### src/rtl/sershift_pkg.sv
package sershift_pkg;
   typedef enum logic [1:0] {
      WM_OFF       = 2'd0,
      WM_THREE     = 2'd1,
      WM_TWO       = 2'd2,
      WM_TWO_HOLD  = 2'd3
   } wire_mode_e;

   typedef enum logic [1:0] {
      CS_PIN    = 2'd0,
      CS_TIMER  = 2'd1,
      CS_SOFT   = 2'd2,
      CS_NONE   = 2'd3
   } clk_src_e;
endpackage

### src/rtl/ss_sync.sv
module ss_sync #(
   parameter int            STAGES  = 2,
   parameter int            W       = 1,
   parameter logic [W-1:0]  RST_VAL = '0
) (
   input  logic          clk,
   input  logic          rst_n,
   input  logic [W-1:0]  d,
   output logic [W-1:0]  q
);
   if (STAGES < 0) begin : g_bad_stages
      $error("ss_sync: STAGES must not be negative");
   end

   if (STAGES == 0) begin : g_bypass
      assign q = d;
   end else begin : g_chain
      logic [W-1:0] chain [STAGES];
      always_ff @(posedge clk or negedge rst_n) begin
         if (!rst_n) chain[0] <= RST_VAL;
         else        chain[0] <= d;
      end
      for (genvar gi = 1; gi < STAGES; gi++) begin : g_stage
         always_ff @(posedge clk or negedge rst_n) begin
            if (!rst_n) chain[gi] <= RST_VAL;
            else        chain[gi] <= chain[gi-1];
         end
      end
      assign q = chain[STAGES-1];
   end
endmodule

### src/rtl/ss_clkgen.sv
module ss_clkgen
   import sershift_pkg::*;
(
   input  logic        clk,
   input  logic        rst_n,
   input  logic [1:0]  src,
   input  logic        enable,
   input  logic        pin_lvl,
   input  logic        timer_pulse,
   input  logic        soft_strobe,
   output logic        lvl,
   output logic        int_lvl,
   output logic        samp_edge,
   output logic        upd_edge
);
   clk_src_e src_e;
   logic     pin_d;
   logic     pulse;
   logic     raw_rise;
   logic     raw_fall;

   assign src_e = clk_src_e'(src);

   always_comb begin
      unique case (src_e)
         CS_TIMER: pulse = timer_pulse;
         CS_SOFT:  pulse = soft_strobe;
         default:  pulse = 1'b0;
      endcase
   end

   always_ff @(posedge clk or negedge rst_n) begin
      if (!rst_n) begin
         pin_d   <= 1'b1;
         int_lvl <= 1'b0;
      end else begin
         pin_d <= pin_lvl;
         if (pulse && enable) int_lvl <= ~int_lvl;
      end
   end

   always_comb begin
      if (src_e == CS_PIN) begin
         lvl      = pin_lvl;
         raw_rise = pin_lvl & ~pin_d;
         raw_fall = ~pin_lvl & pin_d;
      end else begin
         lvl      = int_lvl;
         raw_rise = pulse & ~int_lvl;
         raw_fall = pulse & int_lvl;
      end
   end

   assign samp_edge = enable & raw_rise;
   assign upd_edge  = enable & raw_fall;
endmodule

### src/rtl/ss_counter.sv
module ss_counter #(
   parameter int CNT_W = 4
) (
   input  logic              clk,
   input  logic              rst_n,
   input  logic              step,
   input  logic              load,
   input  logic [CNT_W-1:0]  load_val,
   input  logic              clr,
   output logic [CNT_W-1:0]  cnt,
   output logic              flag
);
   localparam logic [CNT_W-1:0] CNT_MAX = '1;

   logic wrap;
   assign wrap = step & ~load & (cnt == CNT_MAX);

   always_ff @(posedge clk or negedge rst_n) begin
      if (!rst_n) begin
         cnt  <= '0;
         flag <= 1'b0;
      end else begin
         if (load)      cnt <= load_val;
         else if (step) cnt <= cnt + 1'b1;
         if (wrap)      flag <= 1'b1;
         else if (clr)  flag <= 1'b0;
      end
   end
endmodule

### src/rtl/ss_startdet.sv
module ss_startdet (
   input  logic clk,
   input  logic rst_n,
   input  logic enable,
   input  logic scl_lvl,
   input  logic sda_lvl,
   input  logic clr,
   output logic flag
);
   logic sda_d;
   logic hit;

   assign hit = enable & sda_d & ~sda_lvl & scl_lvl;

   always_ff @(posedge clk or negedge rst_n) begin
      if (!rst_n) begin
         sda_d <= 1'b1;
         flag  <= 1'b0;
      end else begin
         sda_d <= sda_lvl;
         if (hit)      flag <= 1'b1;
         else if (clr) flag <= 1'b0;
      end
   end
endmodule

### src/rtl/sershift_top.sv
module sershift_top
   import sershift_pkg::*;
#(
   parameter int DATA_W      = 8,
   parameter int CNT_W       = 4,
   parameter int SYNC_STAGES = 2
) (
   input  logic              clk,
   input  logic              rst_n,
   input  logic [1:0]        mode_sel,
   input  logic [1:0]        clk_src,
   input  logic              out_en,
   input  logic              ovf_ie,
   input  logic              start_ie,
   input  logic              dr_we,
   input  logic [DATA_W-1:0] dr_wdata,
   output logic [DATA_W-1:0] dr_rdata,
   input  logic              cnt_we,
   input  logic [CNT_W-1:0]  cnt_wdata,
   output logic [CNT_W-1:0]  cnt_value,
   input  logic              ovf_clr,
   input  logic              start_clr,
   output logic              ovf_flag,
   output logic              start_flag,
   output logic              ovf_irq,
   output logic              start_irq,
   input  logic              timer_pulse,
   input  logic              soft_strobe,
   input  logic              sclk_pin,
   input  logic              din_pin,
   output logic              dout_pin,
   output logic              sda_pull_low,
   output logic              scl_pull_low,
   output logic              sclk_out
);
   localparam int MSB = DATA_W - 1;

   if (DATA_W < 2) begin : g_bad_width
      $error("sershift_top: DATA_W must be at least 2");
   end
   if (CNT_W < 1) begin : g_bad_cnt
      $error("sershift_top: CNT_W must be at least 1");
   end

   wire_mode_e   mode;
   logic         three_w;
   logic         two_w;
   logic         active;
   logic [1:0]   pins_s;
   logic         scl_s;
   logic         din_s;
   logic         ser_lvl;
   logic         samp_edge;
   logic         upd_edge;
   logic [MSB:0] dr;
   logic         out_bit;

   assign mode    = wire_mode_e'(mode_sel);
   assign three_w = (mode == WM_THREE);
   assign two_w   = (mode == WM_TWO) || (mode == WM_TWO_HOLD);
   assign active  = (mode != WM_OFF);

   ss_sync #(
      .STAGES  (SYNC_STAGES),
      .W       (2),
      .RST_VAL (2'b11)
   ) u_sync (
      .clk   (clk),
      .rst_n (rst_n),
      .d     ({sclk_pin, din_pin}),
      .q     (pins_s)
   );
   assign scl_s = pins_s[1];
   assign din_s = pins_s[0];

   ss_clkgen u_clkgen (
      .clk         (clk),
      .rst_n       (rst_n),
      .src         (clk_src),
      .enable      (active),
      .pin_lvl     (scl_s),
      .timer_pulse (timer_pulse),
      .soft_strobe (soft_strobe),
      .lvl         (ser_lvl),
      .int_lvl     (sclk_out),
      .samp_edge   (samp_edge),
      .upd_edge    (upd_edge)
   );

   ss_counter #(.CNT_W(CNT_W)) u_counter (
      .clk      (clk),
      .rst_n    (rst_n),
      .step     (samp_edge | upd_edge),
      .load     (cnt_we),
      .load_val (cnt_wdata),
      .clr      (ovf_clr),
      .cnt      (cnt_value),
      .flag     (ovf_flag)
   );

   ss_startdet u_startdet (
      .clk     (clk),
      .rst_n   (rst_n),
      .enable  (two_w),
      .scl_lvl (scl_s),
      .sda_lvl (din_s),
      .clr     (start_clr),
      .flag    (start_flag)
   );

   // Shared shift register: processor write wins over a serial shift.
   always_ff @(posedge clk or negedge rst_n) begin
      if (!rst_n)         dr <= '0;
      else if (dr_we)     dr <= dr_wdata;
      else if (samp_edge) dr <= {dr[MSB-1:0], din_s};
   end

   // Half-cycle latch: transparent while the serial clock is low.
   always_ff @(posedge clk or negedge rst_n) begin
      if (!rst_n)        out_bit <= 1'b0;
      else if (!ser_lvl) out_bit <= dr[MSB];
   end

   assign dr_rdata     = dr;
   assign dout_pin     = three_w & out_bit;
   assign sda_pull_low = two_w & out_en & ~out_bit;
   assign scl_pull_low = two_w & (start_flag | ((mode == WM_TWO_HOLD) & ovf_flag));
   assign ovf_irq      = ovf_flag & ovf_ie;
   assign start_irq    = start_flag & start_ie;
endmodule

### config.mk
export PLATFORM = sky130hd
export DESIGN_NAME = sershift_top
export DESIGN_NICKNAME = d
export VERILOG_FILES = /design/src/rtl/sershift_pkg.sv /design/src/rtl/ss_sync.sv /design/src/rtl/ss_clkgen.sv /design/src/rtl/ss_counter.sv /design/src/rtl/ss_startdet.sv /design/src/rtl/sershift_top.sv
export SDC_FILE = /design/constraint.sdc
export NUM_CORES = 1
export LEC_CHECK = 0
export ABC_AREA = 1
export BUFFER_PORTS_ARGS = -buffer_cell sky130_fd_sc_hd__buf_2
export CAP_MARGIN = 20
export CORE_MARGIN = 4
export CORE_UTILIZATION = 50
export DETAILED_ROUTE_END_ITERATION = 16
export HOLD_SLACK_MARGIN = 0.08
export PLACE_DENSITY = 0.83
export SYNTH_ARGS = -nofsm -noshare
export SYNTH_HDL_FRONTEND = slang
export SYNTH_HIERARCHICAL = 1
export SYNTH_SLANG_ARGS = --single-unit
### constraint.sdc
create_clock -name clk -period 2.9 [get_ports clk]
set_input_delay 0.29 -clock clk [delete_from_list [all_inputs] [get_ports clk]]
set_output_delay 0.29 -clock clk [all_outputs]
set_load 0.005 [all_outputs]
==> results of run 1 <==
## Yosys cell counts (2+ instances only)
cell type	number
buf_4	3
dfrtp_1	16
dfstp_2	6
ha_1	4
inv_1	17
nand2_1	45
nand3_1	27
nor2_1	8
nor2_2	2
o21ai_0	2
## critical path, cell delays in order
cell,delay [ps]
buf_2,120
or2_2,330
nand2_2,80
clkinv_2,70
nand3_1,80
nand2_1,250
or2_1,340
nor2_1,210
nand2_1,80
o211ai_1,90
## final cells by class
| class | count | area, sq um | area share [%] |
|---|---|---|---|
| flip-flops and latches | 22 | 558 | 37.8 |
| multi-input cells | 98 | 489 | 33.1 |
| repair buffers | 51 | 270 | 18.3 |
| inverters | 19 | 72.6 | 4.91 |
| well taps | 28 | 35.0 | 2.37 |
| clock inverters | 1 | 30.0 | 2.03 |
| clock buffers | 3 | 22.5 | 1.52 |
## flip-flops by register name, summed over array words and instances (netlist names)
name                  cells
dr_rdata                  8
u_counter/cnt             4
u_sync/g_chain.chain      2
u_sync/q                  2
out_bit                   1
u_clkgen/int_lvl          1
u_clkgen/pin_d            1
u_counter/flag            1
u_startdet/flag           1
u_startdet/sda_d          1
## layout by cell type (no fill, tap or decap), drive strengths merged
cell type,count
clkinv,1
or2,2
a21oi,1
dfstp,6
nand3,27
buf,48
o22ai,1
a21boi,1
ha,4
inv,18
o21ai,2
clkbuf,3
dfrtp,16
nand2,47
bufinv,1
o211ai,1
nand4,1
dlygate4sd3,3
nor2,11
## what timing repair did
action | CTS | global route
buffers inserted | 0 | 0
endpoints found under the hold margin | 18 | 0
hold buffers | 3 | 0
## routing by layer
layer / vias to the layer above / share of wire (%)
li1: 552 / -
met1: 461 / 42
met2: 31 / 51
met3: 2 / 6.9
met4: 0 / 0.70
met5: - / 0
## power groups by stage
| stage | combinational (mW) | clock (mW) | sequential (mW) |
|---|---|---|---|
| after floorplan | 0.0806 | 0 | 0.375 |
| after global placement | 0.140 | 0 | 0.377 |
| after detailed placement | 0.147 | 0 | 0.379 |
| after CTS | 0.150 | 0.233 | 0.374 |
| after global routing | 0.169 | 0.251 | 0.379 |
| final | 0.148 | 0.229 | 0.373 |
## how the worst min path moves through the flow
stage / from / end / slack (ps) / cells past startpoint
3_5_place_dp: rst_n / u_counter/flag / 280 / 1
4_1_cts: ovf_clr / u_counter/flag / 170 / 2
6_report: ovf_clr / u_counter/flag / 180 / 2
3_3_place_gp: rst_n / u_counter/flag / 270 / 1
5_1_grt: ovf_clr / u_counter/flag / 160 / 2
2_1_floorplan: rst_n / dr_rdata[0] / -6 / 0
## cells by family after synthesis
logic type,Yosys count,synth area share [%]
adder cells (fa/ha/maj),4,4.32
AO/OA/AOI/OAI,6,3.14
AND/OR/NAND/NOR,88,34.8
flip-flops,22,48.2
buffers and inverters,24,9.51
## through the flow
step | total power [mW] | utilization, % | instances | setup WS (ps) | instance area, sq um
finish | 0.750 | 66.8 | 222 | 1180 | 1480
global route | 0.799 | 66.8 | 222 | 1040 | 1480
CTS | 0.757 | 66.8 | 222 | 1190 | 1480
detailed placement | 0.526 | 63.1 | 215 | 873 | 1400
global placement | 0.517 | 63.1 | 215 | 915 | 1400
floorplan | 0.456 | - | 144 | 1250 | 1160
==> results list, run 1 <==
- 0 antenna diodes ended up in the layout.
- Number of max-slew violations in the final report: 0
- Maximum clock insertion buffer count: 2
- Summing every instance area after synthesis gives 1160 sq um.
- Number of synthesized flops with an enable pin: 0
- Post-layout nets: 228
- For this run, the total global-route usage over all layers was measured as 15.8%.
* Yosys warning total: 6
- For the worst setup path, the data required time is 3120 ps.
- Die extent in y: 56.1 um
- Net switching is 26.7% of the power.
* Count of nets left with antenna violations after detail routing: 0
- Among all flip-flop cells after synthesis, the most frequent one is dfrtp_1.
* Global routing usage on met1: 18.1%
- In the routed layout, each cell is associated on average with a via count of 4.71.
- Per report_power, the sequential group accounts for 49.7% of the total.
* Top area cells in the synthesized netlist: dfrtp_1 35%, nand2_1 15%, dfstp_2 14%, nand3_1 12%, inv_1 5.5%
* Setup_tns: 0 ps
* DRC viols: 0
- Arrival time worst endpoint: 1950 ps
- Of the synthesized area, sequential elements account for 48.2%.
- Share of total power in combinational logic: 19.7%
- Shortest clock period the worst path allows after layout: 1720 ps
- The endpoint identified for the worst register-to-register timing path is u_counter/cnt[0].
* Power density cells: 508 nW/um^2
* Post-route worst hold slack: 175 ps
* Post-detailed-routing wire length: 2.44 mm
- The die is 56.1 um wide.
- Startpoint type of the worst setup path: input port
- R2R Path Start: u_clkgen/pin_d
- The initialized floorplan defines 17 standard-cell rows.
* 1st-iter DRT viols: 20
* Final-report setup violation count: 0
- The first global-routing pass estimated 4.18 mm of wire.
- After technology mapping, the gate count stands at 144.
* Cell type with the highest aggregate area in the netlist: dfrtp_1
- Of the available clock period, the critical path in the final layout requires 59.4%.
* Number of buffers added on ports: 48
- Clock tree synthesis selected as its root buffer the cell clkbuf_4.
- Initial antenna violation count: 0
- The congestion estimate from routability-driven global placement came to 0.776.
* Relative slew margins: 68.1%
* Grt total ovfl: 0
- Entering global routing, the biggest net connects 23 pins.
- The average instance in the mapped netlist occupies 8.04 sq um.
- The area growth from synthesis to layout is 27.7%.
- The internal portion of the total power is 0.550 mW.
* Clock insertion delay at the later pin of the skew report: 300 ps
- The synthesized design contains 22 register bits.
- After clock tree synthesis, the clock-pin slew on the worst setup and hold paths is 120 ps.
- Top fanout value on the critical path: 10
- Worst Clk Skew: 7.75 ps
- Synth async-reset ratio: 100%
- Derived from the worst setup path, the maximum achievable clock frequency is 580 MHz.
- # H-tree levels: 1
- In this run the static leakage power is 0.839 nW.
- Once the clock tree was built, the resizer swapped 0 gates to a different size.
* Fraction of final layout cells with drive strength greater than 1: 34.0%
- Unique cell type count in the Yosys netlist: 24
- Type of the worst min-delay path: input port to flop
* Routed wire per std cell: 11.0 um
* Type of the worst setup path: input port to flop
- FILL cells: 203
* Number of maximum-capacitance constraint violations: 0
- Measured in cells, the most critical reg-to-reg path has a length of 7.
- Top-level port count: 49
- Setup repair after global routing left no endpoint under its margin.
- TritonCTS built the clock tree.
* Post-DP HPWL: 1.92 mm
- Gr busiest metal: met2
* Launch point of the worst path: mode_sel[1]
- For this design, the sink count on the clock tree is 22.
- TritonCTS Buffers: 3
- Via count of the first global-routing pass: 1033
* Met2 capacity usage during global routing: 30.1%
- Fraction of power consumed by the clock network: 30.6%
* Max rail drop VDD: 0.397 mV
- For flop-to-flop paths, the worst setup slack is 1210 ps.
- The floorplan step defined a die boundary enclosing 3150 sq um.
- Net Count, Synth: 177
- Number of iterations in the first detailed-routing pass: 4
- The total area inside the core boundary comes to 2210 sq um.
- Summed over its instances, the top area cell type makes up 34.6% of the synthesized netlist area.
* Transition at the pin with the smallest max-transition slack: 478 ps
- Endpoint type of the worst setup path: flop
- Via Count: 1046
- Outcome: complete, no violations
- The critical path ends at u_counter/cnt[0].
- Met3 routing resource usage after global routing: 2.78%
- The total count of hold-check failures in the final report came to 0.
* Power dissipated by switching net loads: 0.200 mW
- Once the floorplan was initialized, standard cells occupied 52.3% of the core.
Power figures use the tool's default switching activity.
==> run 2, diff against run 1 <==
--- a/config.mk
+++ b/config.mk
@@ -5,14 +5,14 @@
 export SDC_FILE = /design/constraint.sdc
 export NUM_CORES = 1
 export LEC_CHECK = 0
-export ABC_AREA = 1
+export ABC_AREA = 0
 export BUFFER_PORTS_ARGS = -buffer_cell sky130_fd_sc_hd__buf_2
 export CAP_MARGIN = 20
 export CORE_MARGIN = 4
-export CORE_UTILIZATION = 50
+export CORE_UTILIZATION = 41
 export DETAILED_ROUTE_END_ITERATION = 16
 export HOLD_SLACK_MARGIN = 0.08
-export PLACE_DENSITY = 0.83
+export PLACE_DENSITY = 0.74
 export SYNTH_ARGS = -nofsm -noshare
 export SYNTH_HDL_FRONTEND = slang
 export SYNTH_HIERARCHICAL = 1
==> constraint.sdc (replaced) <==
create_clock -name clk -period 1.55 [get_ports clk]
set_input_delay 0.155 -clock clk [delete_from_list [all_inputs] [get_ports clk]]
set_output_delay 0.155 -clock clk [all_outputs]
set_load 0.005 [all_outputs]
==> results list, run 2 <==
* Clock insertion delay at the later pin of the skew report: 290 ps (about the same)
- Crit share post-route: 98.0%
* Gr usage total: 13.7% (-2.1 points)
- The via count of the first global-routing pass was 891 (-14%).
* Yosys warning total: 6 (unchanged)
- Core area: 2480 sq um (+12%)
- Post-detailed-routing wire length: 2.37 mm (-2.9%)
- Clock-pin slew on the worst setup and hold paths: 100 ps (-20 ps)
- Type of the worst min-delay path: input port to flop
- Worst Clk Skew: 5.26 ps (-2.49 ps)
- Unique cell type count in the Yosys netlist: 27 (+13%)
- Net Count, Synth: 129 (-27%)
- The final max-slew violation count came to 0 (unchanged).
- The number of antenna violations at the first check in global routing is 0 (unchanged).
- The total iterations of the first detailed-routing run came to 4 (unchanged).
- The number of flops mapped to enable cells by yosys was 0 (unchanged).
- DRC viols: 0 (unchanged)
- Most common cell after layout, fill and taps aside: buf_2
- The remaining global-route overflow is 0 (unchanged).
- The largest net degree at the start of global routing was 23 (unchanged).
* Count of nets left with antenna violations after detail routing: 0 (unchanged)
- Core Rows: 18 (+1)
- Endpoint type of the worst setup path: flop
* Post-layout nets: 199 (-13%)
- Maximum clock insertion buffer count: 2 (unchanged)
* Hold violation count in the final report: 0 (unchanged)
- Top area cells in the synthesized netlist: dfrtp_1 37%, dfstp_2 15%, mux2i_1 8.4%, nand2_1 5.6%, ha_1 4.7%
* Max rail drop VDD: 0.645 mV (+63%)
- The number of max-capacitance violations reported is 0 (unchanged).
* Final RePlAce weighted congestion: 0.729 (-6.0%)
- Startpoint type of the worst setup path: flop
- The maximum fanout encountered on the critical timing path came to 3 (-7).
* Synth-to-Final Area Change: 44.2%
* Relative slew margins: 68.3% (+0.23 points)
* Type of the worst setup path: flop to flop
* TritonCTS clock tree: done
* Final-report setup violation count: 0 (unchanged)
- Based on the critical path, the design can be clocked at up to 658 MHz.
- Total Die Area: 3490 sq um (+11%)
- Via Count: 944 (-9.8%)
- The share of the synthesized area in the top cell type is 37.4% (+2.8 points).
- The placed wire-length estimate after detailed placement came to 1.80 mm (-6.3%).
* Non-filler instance count after layout: 194 (-13%)
* Outcome: complete, no violations
- Num Clock Sinks: 22 (unchanged)
- Shortest clock period the worst path allows after layout: 1520 ps
* Power density cells: 864 nW/um^2 (+70%)
- Top-level port count: 49 (unchanged)
* 1st-iter DRT viols: 20 (unchanged)
- Clock root buffer: clkbuf_4
- In the layout the commonest cells are 48 x buf_2, 16 x dfrtp_1, 15 x nand2_1.
- By count the netlist is led by 16 x dfrtp_1, 16 x nand2_1, 9 x mux2i_1, 9 x o21ai_1, 6 x dfstp_2.
- Gate count of the mapped netlist: 96 (-33%)
* Ys flop type: dfrtp_1
* Fraction of final layout cells with drive strength greater than 1: 44.5% (+10 points)
- Leakage component of the power: 0.770 nW (-8.2%)
- The number of instances in the placed design is 177 (-18%).
- Die Wd: 59.1 um (+5.3%)
- Cell type with the highest aggregate area in the netlist: dfrtp_1
- Diode insertion count for antenna repair: 0 (unchanged)
- Arrival time worst endpoint: 1700 ps (-250 ps)
- RSZ-0062 raised after global routing: true
- The H-tree depth came to 1 (unchanged).
- The transition time at the pin with the least slew margin came to 475 ps (-3.43 ps).
* Per-cell via count in the routed design: 4.87 (+3.3%)
- The post-route standard cell area excluding fillers is 1540 sq um (+4.5%).
- Synthesized flop and latch total: 22 (unchanged)
* Required time at the worst-slack endpoint: 1730 ps (-1390 ps)
* Post-Syn Area: 1070 sq um (-7.5%)
- The sequential area share after synthesis came to 52.1% (+3.9 points).
- The TritonCTS buffer count came to 3 (unchanged).
- The y dimension of the die came to 59.1 um (+5.3%).
- The cell area after placement came to 1370 sq um (-1.8%).
* Flop2flop setup slack: 30 ps (-1180 ps)
- Number of buffers added on ports: 48 (unchanged)
- The average wire per cell in the routed design came to 12.2 um (+11%).
- Global-route wire length before repair: 3.68 mm (-12%)
- The share of synthesized registers carrying an async set or reset came to 100% (unchanged).
- The synthesized area per cell came to 11.2 sq um (+39%).
- The initial standard-cell utilization of the core came to 43.2% (-9.1 points).
* Largest register FFs: 8 (unchanged)
-- run 2: changes by cell type after synthesis, moves of 2 or more --
cell / delta
nand4b_1: +3
xnor2_1: +3
nor2_1: -7
o21ai_1: +9
nand2_1: -29
and2_1: +2
mux2_2: +2
mux2i_1: +9
inv_1: -13
nand3_1: -27
o21ai_0: +2
nor2_2: -2
-- run 2: metrics by stage --
| stage | worst slack (ps) | util, % | power, mW | setup TNS (ps) | hold WS (ps) |
|---|---|---|---|---|---|
| floorplan | -147 | - | 0.884 | -147 | -141 |
| global placement | -155 | 55.3 | 1.06 | -524 | 136 |
| detailed placement | -210 | 55.3 | 1.07 | -1400 | 141 |
| CTS | 8.57 | 61.6 | 1.35 | 0 | 80.4 |
| global route | -29.1 | 62.3 | 1.42 | -40.0 | 80.2 |
| finish | 30.4 | 62.3 | 1.33 | 0 | 88.8 |
-- run 2: final timing paths --
check | start | cells past startpoint | end
worst max-delay path | u_sync/q[1] | 6 | u_counter/cnt[3]
worst min-delay path | dr_wdata[6] | 3 | dr_rdata[6]
worst max register to register | u_sync/q[1] | 6 | u_counter/cnt[3]
worst min register to register | u_sync/g_chain.chain[2] | 0 | u_sync/q[0]
max in group asynchronous | rst_n | 2 | u_clkgen/pin_d
min in group asynchronous | rst_n | 2 | u_counter/cnt[1]
-- run 2: cell families after synthesis --
kind of cell / after synthesis / share of synthesized area (%)
XOR/XNOR: 4 / 3.27
AND/OR/NAND/NOR: 29 / 14.8
AO/OA/AOI/OAI: 17 / 9.35
adder cells (fa/ha/maj): 4 / 4.67
flip-flops: 22 / 52.1
multiplexers: 11 / 10.5
buffers and inverters: 9 / 5.26
-- run 2: repair_timing --
action | 4_1_cts | 5_1_grt
gates resized for setup | 2 | 3
endpoints found under the setup margin | 1 | 5
buffers inserted | 1 | 0
endpoints found under the hold margin | 27 | 2
pin swaps | 2 | 4
hold buffers | 12 | 2
-- run 2: metal layers --
metal | share of wire [%] | GRT usage [%] | routed length (um)
met1 | 41 | 16.9 | 981
met2 | 50 | 24.3 | 1190
met3 | 7.7 | 1.96 | 182
met4 | 0.51 | 4.85 | 12
met5 | 0 | 0 | 0
-- run 2: layout make-up --
class,instances,area [sq um]
fill,215,933
sequential,22,558
multi-input combinational,65,467
timing repair buffer,70,444
tap,30,37.5
clock buffer,3,22.5
inverter,4,15.0
-- run 2: worst max-delay path: stages, from the launching register on --
cell,delay (ps)
dfstp_2,550
nand4b_1,100
o31ai_2,90
or2_4,180
nand4_2,100
xnor2_1,140
mux2_2,260
-- run 2: where the power goes --
part / switching [mW] / internal, mW / leakage [nW]
sequential: 0.0644 / 0.651 / 0.260
clock: 0.150 / 0.0903 / 0.0138
combinational: 0.156 / 0.223 / 0.496
